$ cat src/rtl/shift_flag_pkg.sv
package shift_flag_pkg;
  localparam int unsigned SF_DATA_W = 32;
  localparam int unsigned SF_IMM_W  = 5;

  typedef enum logic [1:0] {
    SH_LSR  = 2'd0,
    SH_ASR  = 2'd1,
    SH_LSL  = 2'd2,
    SH_PASS = 2'd3
  } shift_op_e;
endpackage

$ cat src/rtl/shamt_select.sv
module shamt_select #(
  parameter int unsigned DATA_W = 32,
  parameter int unsigned IMM_W  = 5,
  localparam int unsigned AMT_W = $clog2(DATA_W)
) (
  input  logic              from_imm,
  input  logic [DATA_W-1:0] reg_amt,
  input  logic [IMM_W-1:0]  imm_amt,
  input  logic              force_zero,
  output logic [AMT_W-1:0]  eff_amt
);
  logic [AMT_W-1:0] imm_ext;
  logic             unused_reg_hi;

  // zero-extend or truncate the immediate to the shifter's amount width
  generate
    if (IMM_W >= AMT_W) begin : g_imm_trunc
      assign imm_ext = imm_amt[AMT_W-1:0];
    end else begin : g_imm_zext
      assign imm_ext = {{(AMT_W-IMM_W){1'b0}}, imm_amt};
    end
  endgenerate

  assign unused_reg_hi = ^reg_amt[DATA_W-1:AMT_W];

  always_comb begin
    if (force_zero)    eff_amt = '0;
    else if (from_imm) eff_amt = imm_ext;
    else               eff_amt = reg_amt[AMT_W-1:0];
  end
endmodule

$ cat src/rtl/barrel_core.sv
module barrel_core #(
  parameter int unsigned DATA_W = 32,
  localparam int unsigned AMT_W = $clog2(DATA_W)
) (
  input  logic [DATA_W-1:0] din,
  input  logic              fill,
  input  logic [AMT_W-1:0]  amt,
  output logic [DATA_W-1:0] dout,
  output logic              last_out
);
  // one guard bit below the data catches the last bit moved out
  logic [DATA_W:0] stg [0:AMT_W];

  assign stg[0] = {din, 1'b0};

  generate
    for (genvar k = 0; k < AMT_W; k++) begin : g_stage
      localparam int unsigned STEP = 1 << k;
      assign stg[k+1] = amt[k] ? {{STEP{fill}}, stg[k][DATA_W:STEP]} : stg[k];
    end
  endgenerate

  assign dout     = stg[AMT_W][DATA_W:1];
  assign last_out = stg[AMT_W][0];

  always_comb begin
    if (amt == '0) begin
      assert_zero_amount_R6: assert (dout == din && !last_out)
        else $error("zero amount altered data or carry");
    end
  end
endmodule

$ cat src/rtl/flag_gen.sv
module flag_gen #(
  parameter int unsigned DATA_W = 32
) (
  input  logic [DATA_W-1:0] res,
  input  logic              carry_in,
  output logic              cy,
  output logic              ov,
  output logic              s,
  output logic              z
);
  assign cy = carry_in;
  assign ov = 1'b0;
  assign s  = res[DATA_W-1];
  assign z  = (res == '0);
endmodule

$ cat src/rtl/shift_flag_unit.sv
module shift_flag_unit
  import shift_flag_pkg::*;
#(
  parameter int unsigned DATA_W = SF_DATA_W,
  parameter int unsigned IMM_W  = SF_IMM_W,
  localparam int unsigned AMT_W = $clog2(DATA_W)
) (
  input  logic [1:0]        op_sel,
  input  logic [DATA_W-1:0] operand_in,
  input  logic              amt_from_imm,
  input  logic [DATA_W-1:0] amt_reg,
  input  logic [IMM_W-1:0]  amt_imm,
  output logic [DATA_W-1:0] result,
  output logic              flag_cy,
  output logic              flag_ov,
  output logic              flag_s,
  output logic              flag_z
);
  shift_op_e        op;
  logic [AMT_W-1:0] eff_amt;
  logic [DATA_W-1:0] core_in, core_out, rev_in, rev_out;
  logic             is_left, fill_bit, core_cy;

  assign op       = shift_op_e'(op_sel);
  assign is_left  = (op == SH_LSL);
  assign fill_bit = (op == SH_ASR) & operand_in[DATA_W-1];

  shamt_select #(.DATA_W(DATA_W), .IMM_W(IMM_W)) u_amt (
    .from_imm   (amt_from_imm),
    .reg_amt    (amt_reg),
    .imm_amt    (amt_imm),
    .force_zero (op == SH_PASS),
    .eff_amt    (eff_amt)
  );

  // a left shift is a right shift of the bit-reversed word
  generate
    for (genvar i = 0; i < DATA_W; i++) begin : g_rev
      assign rev_in[i]  = operand_in[DATA_W-1-i];
      assign rev_out[i] = core_out[DATA_W-1-i];
    end
  endgenerate

  assign core_in = is_left ? rev_in : operand_in;

  barrel_core #(.DATA_W(DATA_W)) u_core (
    .din      (core_in),
    .fill     (fill_bit),
    .amt      (eff_amt),
    .dout     (core_out),
    .last_out (core_cy)
  );

  assign result = is_left ? rev_out : core_out;

  flag_gen #(.DATA_W(DATA_W)) u_flags (
    .res      (result),
    .carry_in (core_cy),
    .cy       (flag_cy),
    .ov       (flag_ov),
    .s        (flag_s),
    .z        (flag_z)
  );

  always_comb begin
    if (op == SH_LSR && eff_amt != '0) begin
      assert_lsr_top_clear_R1: assert (result[DATA_W-1] == 1'b0)
        else $error("logical right left a set top bit");
    end
    if (op == SH_ASR) begin
      assert_asr_sign_kept_R2: assert (result[DATA_W-1] == operand_in[DATA_W-1])
        else $error("arithmetic right lost the sign");
    end
    if (op == SH_LSL && eff_amt != '0) begin
      assert_lsl_low_clear_R3: assert (result[0] == 1'b0)
        else $error("left shift left a set low bit");
    end
    if (op == SH_PASS) begin
      assert_pass_through_R9: assert (result == operand_in && !flag_cy)
        else $error("reserved op altered the operand");
    end
    if (op == SH_LSL && eff_amt != '0) begin
      assert_lsl_carry_R5: assert (flag_cy == operand_in[DATA_W - 32'(eff_amt)])
        else $error("left carry is not the last bit out");
    end
  end
endmodule

$ cat config.mk
export PLATFORM = sky130hd
export DESIGN_NAME = shift_flag_unit
export DESIGN_NICKNAME = d
export VERILOG_FILES = /design/src/rtl/shift_flag_pkg.sv /design/src/rtl/shamt_select.sv /design/src/rtl/barrel_core.sv /design/src/rtl/flag_gen.sv /design/src/rtl/shift_flag_unit.sv
export SDC_FILE = /design/constraint.sdc
export NUM_CORES = 1
export LEC_CHECK = 0
export ABC_AREA = 1
export BUFFER_PORTS_ARGS = -buffer_cell sky130_fd_sc_hd__buf_4
export CORE_MARGIN = 5
export CORE_UTILIZATION = 37
export DETAILED_ROUTE_END_ITERATION = 7
export GPL_TIMING_DRIVEN = 1
export PLACE_DENSITY = 0.72
export SYNTH_ARGS = -nofsm -noshare
export SYNTH_HDL_FRONTEND = slang
export SYNTH_SLANG_ARGS = --single-unit
$ cat constraint.sdc
create_clock -name vclk -period 2.5
set_input_delay 0.5 -clock vclk [all_inputs]
set_output_delay 0.5 -clock vclk [all_outputs]
set_load 0.005 [all_outputs]
**Word level (Yosys, flattened, before mapping)**

Cells that the tools add are included.

- Equal/unequal tests: 3
- Multiplexer cells: 9
- Bitwise operators: 1
- Reductions and logical operators: 1

Operator list:

| operator | number |
|---|---|
| 33-bit 2-to-1 mux | 5 |
| 32-bit 2-to-1 mux | 2 |
| 32-bit logical NOT | 1 |
| 5-bit 2-to-1 mux | 2 |
| 2-bit equality test, second input constant | 2 |
| 2-bit by 1-bit equality test with 1-bit output, second input constant | 1 |
| 1-bit AND | 1 |

- Register bits after elaboration: 0
- Bits of input ports: 72
- Output and inout port bits: 36
- Word-level logic and storage cells: 14

**Depth between registers and ports, before layout**

- Word-level depth: 9
- Gate-level depth with buffers: 21
- Depth with buffers taken out: 20

**Modules after synthesis**

Synthesis repeated with hierarchy kept, for this count alone.

- Cell total of the unflattened synthesis: 680
- Area, all modules: 3049.2 um^2

Modules (own cells, without submodules):

| module | times used | cells each | area each (um^2) | seq. area each (um^2) |
|---|---|---|---|---|
| barrel_core | 1 | 400 | 1859.3 | 0.0 |
| shift_flag_unit | 1 | 218 | 938.4 | 0.0 |
| flag_gen | 1 | 35 | 142.6 | 0.0 |
| shamt_select | 1 | 27 | 108.9 | 0.0 |

**Worst setup path before layout**

No wires, ideal clock.

- Kind: input to output
- Start point: input amt_from_imm
- End point: output flag_z
- Data arrival time: 2.135 ns
- Required time: 2.000 ns
- Path slack: -0.135 ns
- Stages: 16
- Buffers on the path: 3
- Cell sequence: buf_4 -> inv_4 -> or2_1 -> o211ai_2 -> inv_2 -> buf_6 -> buf_2 -> nand3_1 -> nand3_1 -> nand3_1 -> nand2_1 -> nor2_1 -> nand2_1 -> nor2_1 -> nand2_1 -> nor2_1

- Longest elaborated chain between the ends: 9

RTL lines:

| element | RTL line | RTL |
|---|---|---|
| from (decl) | shift_flag_unit.sv:10 | `input logic amt_from_imm,` |
| 5-bit 2-to-1 mux (*) | shamt_select.sv:28 | `else if (from_imm) eff_amt = imm_ext;` |
| 5-bit 2-to-1 mux (*) | shamt_select.sv:27 | `if (force_zero) eff_amt = '0;` |
| 33-bit 2-to-1 mux (4 in a row) | barrel_core.sv:19 | `assign stg[k+1] = amt[k] ? {{STEP{fill}}, stg[k][DATA_W:STEP]} : stg[k];` |
| 33-bit 2-to-1 mux (*) | barrel_core.sv:19 |  |
| 32-bit 2-to-1 mux (*) | shift_flag_unit.sv:54 | `assign result = is_left ? rev_out : core_out;` |
| net result[8] | shift_flag_unit.sv:13 | `output logic [DATA_W-1:0] result,` |
| 32-bit logical NOT (*) | flag_gen.sv:14 | `assign z = (res == '0);` |
| to (decl) | shift_flag_unit.sv:17 | `output logic flag_z` |

The timed path passes the listed nets; every way through them passes the cells marked *.

**Worst setup path after layout**

- Start point: input op_sel[1]
- End point: output flag_z

- Longest elaborated chain between the ends: 9
- Elaborated cells between the ends (all ways): 13
- Those cells by class: 3 x eq/ne; 8 x mux; 1 x bitwise; 1 x reduce/logical

RTL lines:

| element | RTL line | RTL |
|---|---|---|
| from (decl) | shift_flag_unit.sv:8 | `input logic [1:0] op_sel,` |
| 2-bit equality test / 2-bit by 1-bit equality test with 1-bit output (equally long branches) | n/a |  |
| 32-bit 2-to-1 mux (tied with other cells) | shift_flag_unit.sv:44 | `assign core_in = is_left ? rev_in : operand_in;` |
| 33-bit 2-to-1 mux (5 in a row) | barrel_core.sv:19 |  |
| 32-bit 2-to-1 mux (*) | shift_flag_unit.sv:54 |  |
| 32-bit logical NOT (*) | flag_gen.sv:14 |  |

Every way passes the cells marked *; elsewhere a longest branch is shown, timed or not.

==> results summary <==
The number of warnings printed during yosys synthesis is 0. The core footprint is 0.00920 mm^2. The cts-stage hold buffer count came out at 0. The global-route wire length before repair is 22100 um. The total wire length after detailed routing is 15700 um. The number of cells on the worst hold path came out at 7.

Among the stages of the critical path, the cell type that occurs most often is sky130_fd_sc_hd__nand2_1. The critical path contains buffers and inverters numbering 3 combined. Input and output buffers added on the ports amount to 80. The power per cell area is 337 mW/mm^2. The run finished, with violations left. The worst hold path terminates at flag_cy. The startpoint of the lowest-slack hold path is amt_imm[4]. The post-route minimum period came out at 3.09 ns.

The via total after detailed routing is 6034. The proportion of layout cells with a drive suffix above 1 is 40.3%. The area share of the largest cell type after synthesis came out at 40.6%. The worst setup path is captured at a primary output. Cells fill 64.7% of the core in the end. Setup repair after global routing could not meet its margin everywhere.

The checks that failed: negative setup slack. At the worst endpoint, the required time is 2.00 ns. The tightest min-delay check is of the primary input to primary output type. The largest net degree at the start of global routing came out at 33. The number of pins with negative max-slew slack in the final report came out at 0. The I/O pin count came out at 108. For this design the static power due to leakage is 3.32 nW.

Summing all placed instances gives a cell area of 0.00489 mm^2. The detailed-route vias per instance came out at 5.89. The signed area change from the synthesized netlist to the final layout is 71.3%. sky130_fd_sc_hd__nand3_1 takes more of the synthesized area than any other cell. The number of global-route vias before repair came out at 4985. The routed wirelength normalized by instance count came out at 15.3 um. For this run, the top clock speed supported by timing is 323 MHz.

Broken down by cell family, the worst path's largest delay share belongs to simple AND/OR/NAND/NOR gates. The layout sequential cell count came out at 0. After the last flow step, the layout net total stands at 988.

In the routed design, unresolved DRC markers number 0. The die span in x is 107 um. Sorting the synthesized cells by area gives the leading types as sky130_fd_sc_hd__nand3_1, sky130_fd_sc_hd__nand2_1, sky130_fd_sc_hd__inv_1. The combined flip-flop and latch cell area came out at 0 um^2. The largest individual stage delay along the critical path comes from the cell sky130_fd_sc_hd__nor2_8.

The setup slack after layout is -0.595 ns. Sequential cells were found to cover 0% of the synthesized design area. The first-pass iteration count of the detailed router is 6. The number of failing setup endpoints in the final timing report is 35. The max-capacitance violation count came out at 0. The detailed placement HPWL came out at 10500 um. The die footprint came out at 0.0114 mm^2. From bottom edge to top edge, the die measures 107 um.

When the netlist entered floorplanning its net count stood at 843. In this run the core area contains 35 standard-cell rows. The number of placed instances, taps included, is 1004. Counting the fill cells in the layout gives 766.

The worst vdd rail ir drop is 0.192 mV. The clock buffers instantiated in the layout total 0. STA classifies the critical path startpoint as a primary input. The repair_antennas step left the layout with diodes totalling 0. The critical path goes through buf_12, nand2_8, nand2_4, nor2_8, buf_12, nand2_1, nand3_2, nand3_1, nand3_1, nand2_1, nand2_1, nand2_1, nand2_1, nand2_1, nor2_1, nand2_1, nor2_1, nand2_1, nor2_1, buf_4.

The mean post-synth cell area is 4.50 um^2. The worst setup path is of the primary input to primary output kind. The non-filler instance count after layout is 1025.

The final antenna-violating net count came out at 0. STA puts the critical path data arrival time at 2.59 ns. The ratio of final minimum period to clock period is 124%.

The longest individual stage delay on the worst path is 0.19 ns. The violation count after the first detailed-routing iteration is 902. The number of hold violations in the final report was 0. The distinct cell type count after synthesis is 26. The cell area that synthesis handed to floorplanning was 0.00347 mm^2. The final setup TNS came out at -8.89 ns. The worst hold margin came out at 1.80 ns.

The area of all placed cells without fillers is 0.00595 mm^2. In this run the worst path has a maximum fanout of 12. The starting density of the core came out at 37.8%. Overall power consumption after layout is estimated at 2.01 mW. Summed over all layers, the global routing overflow is 0. The post-placement setup slack is -0.540 ns. The number of antenna violations at the first check in global routing is 0. The cell count after synthesis came out at 771. The final weighted congestion in routability-driven placement is 0.980. The global router's overall resource usage came out at 22.5%.
routing by layer:
layer  GRT usage [%]  part of all wire (%)  vias up
li1                -                     -     2817
met1            28.5                    35     2721
met2            40.8                    50      407
met4            5.75                   4.5        0
met5               0                     0        -
met3            1.93                    10       89
report_power, final:
group / internal, mW / switching (mW)
logic: 0.914 / 1.09
clock network: 0 / 0
registers: 0 / 0
total: 0.914 / 1.09
layout make-up:
class	instances	area (um^2)	area share (%)
inverters	45	186	3.13
multi-input cells	671	3700	62.2
repair buffers	198	1920	32.3
well taps	111	139	2.33
synth_stat cells:
cell,n
sky130_fd_sc_hd__inv_1,37
sky130_fd_sc_hd__nand2_1,340
sky130_fd_sc_hd__nor2_4,1
sky130_fd_sc_hd__a31oi_1,1
sky130_fd_sc_hd__inv_2,6
sky130_fd_sc_hd__inv_4,2
sky130_fd_sc_hd__a32oi_1,1
sky130_fd_sc_hd__nor2_1,26
sky130_fd_sc_hd__clkbuf_1,4
sky130_fd_sc_hd__o311ai_0,1
sky130_fd_sc_hd__buf_4,14
sky130_fd_sc_hd__buf_1,9
sky130_fd_sc_hd__nand2_2,4
sky130_fd_sc_hd__buf_6,5
sky130_fd_sc_hd__nor2_2,2
sky130_fd_sc_hd__conb_1,1
sky130_fd_sc_hd__nor3_1,1
sky130_fd_sc_hd__nand3_1,282
sky130_fd_sc_hd__nand2_4,2
sky130_fd_sc_hd__o211ai_2,1
sky130_fd_sc_hd__nand3_2,1
sky130_fd_sc_hd__nor2_8,1
sky130_fd_sc_hd__or2_1,1
sky130_fd_sc_hd__o21ai_0,4
sky130_fd_sc_hd__buf_2,23
sky130_fd_sc_hd__o21ai_4,1
how the worst max path moves through the flow:
stage                             from  endpoint  slack [ns]  depth (start not counted)
after global routing         op_sel[1]    flag_z       -0.76                         20
after detailed placement     op_sel[1]    flag_z       -0.54                         21
after CTS                 amt_from_imm    flag_z       -0.41                         21
after global placement       op_sel[1]    flag_z       -0.55                         21
after floorplan              op_sel[1]    flag_z       -0.08                         18
final                        op_sel[1]    flag_z       -0.59                         20
logic make-up after synthesis:
| kind of cell | synth area share, % |
|---|---|
| compound gates | 2.09 |
| simple gates | 83.4 |
| other cells | 0.108 |
| buf+inv | 14.4 |
layout by cell type (no fill, tap or decap), types with 2 or more instances in the layout:
cell type                     n
sky130_fd_sc_hd__nand2_1    294
sky130_fd_sc_hd__nand3_1    187
sky130_fd_sc_hd__buf_4      149
sky130_fd_sc_hd__nand3_2     89
sky130_fd_sc_hd__nand2_2     45
sky130_fd_sc_hd__inv_1       35
sky130_fd_sc_hd__nor2_1      24
sky130_fd_sc_hd__buf_6       21
sky130_fd_sc_hd__buf_12      18
sky130_fd_sc_hd__nand3_4      7
sky130_fd_sc_hd__inv_2        5
sky130_fd_sc_hd__nand2_4      5
sky130_fd_sc_hd__buf_8        5
sky130_fd_sc_hd__clkbuf_16    4
sky130_fd_sc_hd__inv_4        3
sky130_fd_sc_hd__nor2_2       3
sky130_fd_sc_hd__nand2_8      2
sky130_fd_sc_hd__nor2_4       2
sky130_fd_sc_hd__o21ai_1      2
sky130_fd_sc_hd__o21ai_0      2
timing repair:
item / in CTS / in global routing
setup buffers: 3 / 11
gates cloned: 2 / 6
endpoints found under the setup margin: 35 / 35
pin swaps: 14 / 30
resized for setup: 53 / 138
Note: power is estimated with default switching activity, not from simulation.
